<file path="src/rtl/stx_pkg.sv">
package stx_pkg;
  typedef enum logic [1:0] {
    ST_IDLE = 2'd0,
    ST_NEED = 2'd1,
    ST_SEND = 2'd2
  } stx_state_e;

  localparam int CAUSE_W      = 4;
  localparam int CZ_STALE     = 0;
  localparam int CZ_RDCMD     = 1;
  localparam int CZ_SLV_LOST  = 2;
  localparam int CZ_ARB_LOST  = 3;
endpackage

</file>
<file path="src/rtl/stx_ctrl_fsm.sv">
module stx_ctrl_fsm
  import stx_pkg::*;
#(
  parameter int DATA_W = 8,
  parameter int LVL_W  = 4
) (
  input  logic              clk,
  input  logic              rst_n,
  input  logic              rd_hit_i,
  input  logic [LVL_W-1:0]  fifo_level_i,
  input  logic [DATA_W-1:0] fifo_data_i,
  input  logic              fifo_cmd_i,
  input  logic              byte_done_i,
  input  logic              master_nack_i,
  input  logic              bus_end_i,
  input  logic              scl_rise_i,
  input  logic              sda_drive_i,
  input  logic              sda_in_i,
  output logic              scl_hold_o,
  output logic              req_set_o,
  output logic              fifo_pop_o,
  output logic              fifo_flush_o,
  output logic              load_valid_o,
  output logic [DATA_W-1:0] load_data_o,
  output logic              done_evt_o,
  output logic              abort_evt_o,
  output logic [CAUSE_W-1:0] cause_evt_o,
  output logic              busy_o
);
  stx_state_e st_q, st_nxt;
  logic       st_en;
  logic       fifo_empty;

  assign fifo_empty  = (fifo_level_i == '0);
  assign load_data_o = fifo_data_i;
  assign busy_o      = (st_q != ST_IDLE);

  // next-state and output decode
  always_comb begin
    st_nxt       = st_q;
    scl_hold_o   = 1'b0;
    req_set_o    = 1'b0;
    fifo_pop_o   = 1'b0;
    fifo_flush_o = 1'b0;
    load_valid_o = 1'b0;
    done_evt_o   = 1'b0;
    abort_evt_o  = 1'b0;
    cause_evt_o  = '0;
    unique case (st_q)
      ST_IDLE: begin
        if (rd_hit_i) begin
          st_nxt = ST_NEED;
          if (!fifo_empty) begin
            fifo_flush_o          = 1'b1;
            abort_evt_o           = 1'b1;
            cause_evt_o[CZ_STALE] = 1'b1;
          end
        end
      end
      ST_NEED: begin
        if (bus_end_i) begin
          fifo_flush_o = 1'b1;
          st_nxt       = ST_IDLE;
        end else if (fifo_empty) begin
          scl_hold_o = 1'b1;
          req_set_o  = 1'b1;
        end else if (fifo_cmd_i) begin
          fifo_flush_o          = 1'b1;
          abort_evt_o           = 1'b1;
          cause_evt_o[CZ_RDCMD] = 1'b1;
          st_nxt                = ST_IDLE;
        end else begin
          fifo_pop_o   = 1'b1;
          load_valid_o = 1'b1;
          st_nxt       = ST_SEND;
        end
      end
      ST_SEND: begin
        if (scl_rise_i && (sda_drive_i != sda_in_i)) begin
          fifo_flush_o             = 1'b1;
          abort_evt_o              = 1'b1;
          cause_evt_o[CZ_SLV_LOST] = 1'b1;
          cause_evt_o[CZ_ARB_LOST] = 1'b1;
          st_nxt                   = ST_IDLE;
        end else if (bus_end_i) begin
          fifo_flush_o = 1'b1;
          st_nxt       = ST_IDLE;
        end else if (byte_done_i) begin
          if (master_nack_i) begin
            done_evt_o   = 1'b1;
            fifo_flush_o = 1'b1;
            st_nxt       = ST_IDLE;
          end else begin
            st_nxt = ST_NEED;
          end
        end
      end
      default: st_nxt = ST_IDLE;
    endcase
  end

  assign st_en = (st_nxt != st_q);

  always_ff @(posedge clk or negedge rst_n) begin
    if (!rst_n) begin
      st_q <= ST_IDLE;
    end else if (st_en) begin
      st_q <= st_nxt;
    end
  end

  p_pop_flush_excl_r4 : assert property (@(posedge clk) disable iff (!rst_n)
    !(fifo_pop_o && fifo_flush_o));

  p_load_then_send_r4 : assert property (@(posedge clk) disable iff (!rst_n)
    load_valid_o |=> (st_q == ST_SEND));
endmodule

</file>
<file path="src/rtl/stx_req_flag.sv">
module stx_req_flag (
  input  logic clk,
  input  logic rst_n,
  input  logic set_i,
  input  logic clr_i,
  output logic req_o
);
  logic req_nxt;
  logic req_en;

  // a pending set wins over a clear in the same cycle
  always_comb begin
    req_nxt = req_o;
    if (clr_i) req_nxt = 1'b0;
    if (set_i) req_nxt = 1'b1;
  end

  assign req_en = set_i | clr_i;

  always_ff @(posedge clk or negedge rst_n) begin
    if (!rst_n) begin
      req_o <= 1'b0;
    end else if (req_en) begin
      req_o <= req_nxt;
    end
  end

  p_req_sticky_r3 : assert property (@(posedge clk) disable iff (!rst_n)
    (req_o && !clr_i) |=> req_o);
endmodule

</file>
<file path="src/rtl/stx_evt_reg.sv">
module stx_evt_reg
  import stx_pkg::*;
(
  input  logic               clk,
  input  logic               rst_n,
  input  logic               done_d_i,
  input  logic               abort_d_i,
  input  logic [CAUSE_W-1:0] cause_d_i,
  output logic               done_o,
  output logic               abort_o,
  output logic [CAUSE_W-1:0] cause_o
);
  logic evt_en;

  assign evt_en = done_d_i | abort_d_i | done_o | abort_o;

  always_ff @(posedge clk or negedge rst_n) begin
    if (!rst_n) begin
      done_o  <= 1'b0;
      abort_o <= 1'b0;
      cause_o <= '0;
    end else if (evt_en) begin
      done_o  <= done_d_i;
      abort_o <= abort_d_i;
      cause_o <= abort_d_i ? cause_d_i : '0;
    end
  end

  p_cause_with_abort_r10 : assert property (@(posedge clk) disable iff (!rst_n)
    abort_o |-> (cause_o != '0));

  p_no_stray_cause_r10 : assert property (@(posedge clk) disable iff (!rst_n)
    !abort_o |-> (cause_o == '0));

  p_done_abort_excl_r10 : assert property (@(posedge clk) disable iff (!rst_n)
    !(done_o && abort_o));

  p_arb_pair_r8 : assert property (@(posedge clk) disable iff (!rst_n)
    (abort_o && cause_o[CZ_SLV_LOST]) |-> cause_o[CZ_ARB_LOST]);
endmodule

</file>
<file path="src/rtl/stx_slave_tx.sv">
module stx_slave_tx
  import stx_pkg::*;
#(
  parameter int  DATA_W     = 8,
  parameter int  FIFO_DEPTH = 8,
  localparam int LVL_W      = $clog2(FIFO_DEPTH + 1)
) (
  input  logic               clk,
  input  logic               rst_n,
  input  logic               rd_hit_i,
  input  logic [LVL_W-1:0]   fifo_level_i,
  input  logic [DATA_W-1:0]  fifo_data_i,
  input  logic               fifo_cmd_i,
  input  logic               byte_done_i,
  input  logic               master_nack_i,
  input  logic               bus_end_i,
  input  logic               scl_rise_i,
  input  logic               sda_drive_i,
  input  logic               sda_in_i,
  input  logic               rd_req_clr_i,
  output logic               scl_hold_o,
  output logic               fifo_pop_o,
  output logic               fifo_flush_o,
  output logic               load_valid_o,
  output logic [DATA_W-1:0]  load_data_o,
  output logic               rd_req_o,
  output logic               done_o,
  output logic               abort_o,
  output logic [CAUSE_W-1:0] abort_cause_o,
  output logic               busy_o
);
  logic               req_set;
  logic               done_evt;
  logic               abort_evt;
  logic [CAUSE_W-1:0] cause_evt;

  stx_ctrl_fsm #(.DATA_W(DATA_W), .LVL_W(LVL_W)) u_fsm (
    .clk          (clk),
    .rst_n        (rst_n),
    .rd_hit_i     (rd_hit_i),
    .fifo_level_i (fifo_level_i),
    .fifo_data_i  (fifo_data_i),
    .fifo_cmd_i   (fifo_cmd_i),
    .byte_done_i  (byte_done_i),
    .master_nack_i(master_nack_i),
    .bus_end_i    (bus_end_i),
    .scl_rise_i   (scl_rise_i),
    .sda_drive_i  (sda_drive_i),
    .sda_in_i     (sda_in_i),
    .scl_hold_o   (scl_hold_o),
    .req_set_o    (req_set),
    .fifo_pop_o   (fifo_pop_o),
    .fifo_flush_o (fifo_flush_o),
    .load_valid_o (load_valid_o),
    .load_data_o  (load_data_o),
    .done_evt_o   (done_evt),
    .abort_evt_o  (abort_evt),
    .cause_evt_o  (cause_evt),
    .busy_o       (busy_o)
  );

  stx_req_flag u_req (
    .clk  (clk),
    .rst_n(rst_n),
    .set_i(req_set),
    .clr_i(rd_req_clr_i),
    .req_o(rd_req_o)
  );

  stx_evt_reg u_evt (
    .clk      (clk),
    .rst_n    (rst_n),
    .done_d_i (done_evt),
    .abort_d_i(abort_evt),
    .cause_d_i(cause_evt),
    .done_o   (done_o),
    .abort_o  (abort_o),
    .cause_o  (abort_cause_o)
  );

  p_hold_sets_req_r2 : assert property (@(posedge clk) disable iff (!rst_n)
    scl_hold_o |=> rd_req_o);

  p_done_idle_r6 : assert property (@(posedge clk) disable iff (!rst_n)
    done_o |-> !busy_o);
endmodule

</file>
<file path="config.mk">
export PLATFORM = sky130hd
export DESIGN_NAME = stx_slave_tx
export DESIGN_NICKNAME = d
export VERILOG_FILES = /design/src/rtl/stx_pkg.sv /design/src/rtl/stx_ctrl_fsm.sv /design/src/rtl/stx_req_flag.sv /design/src/rtl/stx_evt_reg.sv /design/src/rtl/stx_slave_tx.sv
export SDC_FILE = /design/constraint.sdc
export NUM_CORES = 1
export LEC_CHECK = 0
export ABC_AREA = 1
export BUFFER_PORTS_ARGS = -buffer_cell sky130_fd_sc_hd__clkbuf_2
export CAP_MARGIN = 20
export CORE_ASPECT_RATIO = 1.4
export CORE_MARGIN = 2
export CORE_UTILIZATION = 25
export CTS_CLUSTER_DIAMETER = 200
export DETAILED_ROUTE_END_ITERATION = 10
export GPL_TIMING_DRIVEN = 1
export MAX_ROUTING_LAYER = met4
export SETUP_SLACK_MARGIN = 0.02
export SYNTH_ARGS = -nofsm -noshare
export SYNTH_HDL_FRONTEND = slang
export SYNTH_SLANG_ARGS = --single-unit
</file>
<file path="constraint.sdc">
create_clock -name clk -period 2.28 [get_ports clk]
set_input_delay 0.228 -clock clk [delete_from_list [all_inputs] [get_ports clk]]
set_output_delay 0.228 -clock clk [all_outputs]
set_load 0.02 [all_outputs]
</file>
### Word-level counts from Yosys, hierarchy flattened

Cells that the tools add are included.

* eq/ne operators: 4
* multiplexer cells: 39
* bitwise gates (word level): 4
* reductions and logical operators: 6

Operator list (count)
* 2-to-1 mux 1 bit: 26
* 2-to-1 mux 2 bit: 9
* one-hot mux 1 bit (3 select lines): 2
* one-hot mux 2 bit (3 select lines): 1
* zero test 4 bit: 1
* 2-to-1 mux 4 bit: 1
* bitwise OR 1 bit: 4
* nonzero test 2 bit: 2
* equality test 2 x 1 -> 1 bit (second input constant): 1
* equality test 2 bit (second input constant): 1
* zero test 2 bit: 1
* inequality test 2 bit: 1
* AND reduction 2 bit: 1
* logical AND 1 bit: 1
* inequality test 1 bit: 1

* bits in registers: 9
* input bits: 23
* output and inout bits: 20
* word-level logic and storage cells: 58

### Logic depth before layout (Yosys ltp)

* word-level depth: 8
* mapped depth: 8
* mapped depth without buffers: 8

### Modules after synthesis

From an unflattened synthesis, not the netlist that was laid out.

* cell total of the unflattened synthesis: 85
* area, all modules: 641.9 µm²

Modules (own cells, without submodules)
* stx_ctrl_fsm: times used 1, cells an instance 58, area each 381.6 µm², seq. area each 50.0 µm²
* stx_evt_reg: times used 1, cells an instance 22, area each 220.2 µm², seq. area each 150.1 µm²
* stx_req_flag: times used 1, cells an instance 5, area each 40.0 µm², seq. area each 25.0 µm²

### Least setup slack after synthesis

Ideal clock, no wire load.

* kind: reg-to-output
* start: reg u_fsm.st_q[1]
* end: out load_valid_o
* arrival time: 1225 ps
* required time: 2052 ps
* path slack: 827 ps
* stages on the path, launching flop included: 7
* path buffers: 1
* cells stage by stage: dfrtp_1 -> inv_2 -> nand2_1 -> nor2_2 -> nand2_2 -> nor2_1 -> buf_4

* word-level cells in the longest chain between the ends: 2

Ends and longest elaborated chain
* start, declared: RTL line stx_ctrl_fsm.sv:30 `stx_state_e st_q, st_nxt;`
* start signal, assigned: RTL line stx_ctrl_fsm.sv:108 `st_q <= st_nxt;`
* equality test 2 x 1 -> 1 bit
* 2-to-1 mux 1 bit
* end, declared: RTL line stx_slave_tx.sv:24 `output logic load_valid_o,`

No other way between the ends.

### Worst setup path after layout

* start: reg u_fsm.st_q[1]
* end: out load_valid_o

* word-level cells in the longest chain between the ends: 2

Ends and longest elaborated chain
* equality test 2 x 1 -> 1 bit: RTL line stx_ctrl_fsm.sv:49 `unique case (st_q)`
* 2-to-1 mux 1 bit: RTL line stx_ctrl_fsm.sv:49

No other way between the ends.

==> summary.txt <==
Floorplanning
  • Die X-Extent: 44.69 um
  • Die Y-Extent: 60.96 um
  • Num rows: 20
  • Core Area: 2177 um^2
  • Die area: 2724 um^2
  • Initial core utilization: 26.61%
  • Ports: 43

STA
  • Hold Fails Final Rpt: 0
  • Crit path time final: 1547 ps
  • Max Fclk: 0.6465 GHz
  • Final worst slack: 733.1 ps
  • Max-Slew Margin vs Limit: 85.62%
  • Clock skew: 3.323 ps
  • Fin crit share: 67.85%
  • RSZ-0062 raised after global routing: no
  • Slew Viols, Final: 0
  • Slew at the pin with the worst max-slew slack: 215.4 ps
  • Setup TNS: 0 ps
  • Setup Viol. Count Final: 0

Global routing
  • Total gr overflow: 0
  • Initial antenna violation count: 0
  • Total GRT Usage: 9.506%
  • Largest net degree at the start of global routing: 9
  • First-pass GRT wire length: 1773 um
  • Vias in the first global route: 459

Logic synthesis
  • Syn_nets: 95
  • Yosys top cell by area: dfrtp_1
  • Synthesized flop and latch total: 8
  • Post-synthesis cell count: 72
  • Post-synthesis sequential area ratio: 34.56%
  • Synthesized area: 579.3 um^2
  • Synthesis Warnings: 0
  • Unique cell type count in the Yosys netlist: 18
  • Syn avg cell area: 8.046 um^2
  • Post-synth top area share: 34.56%
  • Top post-synthesis cells by area: dfrtp_1, buf_4, nor2_4

Detailed routing
  • ANT nets after route: 0
  • Total via count in the routed design: 501
  • Drt initial violations: 6
  • DR WL/cell: 9.509 um
  • Final WL: 1084 um
  • # DRC: 0
  • Vias/cell: 4.395
  • Pre-antenna DRT Iters: 3

Worst setup path
  • Crit path depth: 6
  • Worst path slowest cell: dfrtp_1
  • CP peak stage delay: 370 ps
  • Crit path DAT: 1320 ps
  • Cell Chain, Critical Path: inv_2, nand2_1, nor2_2, nand2_2, nor2_1, clkbuf_2
  • WP buf/inv: 2
  • Worst R2R Start: u_fsm.st_q[1]$_DFFE_PN0P_
  • Crit-path max FO: 3
  • Worst endpoint required time: 2050 ps
  • Setup crit end kind: output pin
  • Crit-path leading delay family: simple AND/OR/NAND/NOR gates
  • Crit path to: load_valid_o
  • CP startpoint: u_fsm.st_q[1]$_DFFE_PN0P_
  • Reg2Reg Depth: 8
  • R2R Path End: u_evt.cause_o[2]$_DFFE_PN0P_
  • Minimum setup slack among reg-to-reg paths: 1130 ps
  • CP startpoint kind: flop
  • Setup Crit Path Kind: flop to output pin

CTS
  • CTS max path bufs: 2
  • CTS tree: built
  • CTS Sinks: 8
  • Htree depth: 1
  • Clock Latency Late Sink: 250 ps
  • Clock-pin slew on the worst setup and hold paths: 50 ps
  • Post-CTS Setup Bufs: 0
  • CTS Buf Count: 3
  • CTS Root Cell: clkbuf_4

Finish
  • Commonest non-fill, non-tap cell in the layout: clkbuf_2
  • Post-layout nets: 117
  • Commonest non-fill, non-tap cells in the layout: clkbuf_2, inv_1, nand2_1
  • Area Overhead vs Synth: 19.87%
  • N_diodes: 0
  • Share of layout cells above drive strength 1: 54.35%

Place
  • IO buf count: 26
  • DP HPWL: 957.7 um
  • DP Worst Slack: 984.2 ps
  • Routability congestion estimate: 0.7699

Flow run
  • Max-Cap Viols: 0

Min path
  • Hold Path Class: primary input to flop
  • Hold_sp: rd_req_clr_i

Run status
  • Status: finished, final reports clean

Pwr
  • Pwr dens: 544.9 nW/um^2
  • Max IR drop VDD: 0.0001306 V
  • Leak pwr: 0.3866 nW
==> registers in the layout, indices dropped and copies added (netlist names) <==
name	cells
u_evt.abort_o	1
u_evt.cause_o	3
u_evt.done_o	1
u_fsm.st_q	2
u_req.req_o	1
==> cell usage after synthesis <==
cell type and count:
nand3_2 2, nand2_1 9, nand2_2 5, o21ai_0 2, nand3b_1 1, buf_4 10
o211ai_1 1, a21oi_1 2, o22ai_1 1, o31ai_1 1, nor2_2 5, dfrtp_1 8
nor2_1 3, inv_1 9, or2_2 1, inv_2 3, nor2_4 5, nand3_1 4
==> worst min-delay path by stage <==
stage | end | slack, ps | cells after the start
final | u_req.req_o$_DFFE_PN0P_ | 160 | 2
after global routing | u_req.req_o$_DFFE_PN0P_ | 180 | 2
after CTS | u_req.req_o$_DFFE_PN0P_ | 160 | 2
after detailed placement | u_req.req_o$_DFFE_PN0P_ | 90 | 1
after global placement | u_req.req_o$_DFFE_PN0P_ | 90 | 1
after floorplan | u_evt.abort_o$_DFFE_PN0P_ | -70 | 0
==> layout make-up <==
class                      count  area, um^2
tap                           22       27.53
inverter                      12       45.04
clock buffer                   3       22.52
fill                         248        1483
timing repair buffer          27       140.1
multi-input combinational     42       259.0
sequential                     8       200.2
==> report_power, final <==
part           internal (mW)  switching, mW
clock                 0.0601         0.0458
combinational         0.0413         0.0711
sequential             0.153        0.00671
==> per-stage QoR <==
stage	hold slack (ps)	instances	power (mW)	cell area, um^2	utilization (%)
after detailed placement	88.30	110	0.2758	661.9	30.40
after CTS	156.1	114	0.3866	694.4	31.90
after global routing	184.2	114	0.4049	694.4	31.90
after floorplan	-67.59	72	0.2554	579.3	-
final	161.7	114	0.3784	694.4	31.90
after global placement	86.00	110	0.2747	661.9	30.40
==> logic make-up after synthesis <==
logic type             after synthesis  share of synthesized area (%)
AO/OA/AOI/OAI                        7                          7.129
buffers and inverters               22                          20.73
flip-flops                           8                          34.56
AND/OR/NAND/NOR                     35                          37.58
==> routing by layer <==
layer  track usage, %  wire (um)  up-vias  share of wire, %
met5                -          0        -                 0
met4            9.524         32        0               3.0
met3           0.8929         63        4               5.8
met2            15.73        582       19                54
met1            9.290        405      226                37
li1                 -          -      252                 -
==> what timing repair did <==
action                                 CTS  global route
resized for setup                        0             0
endpoints found under the hold margin    8             0
hold buffers                             1             0
Power figures use the tool's default switching activity.
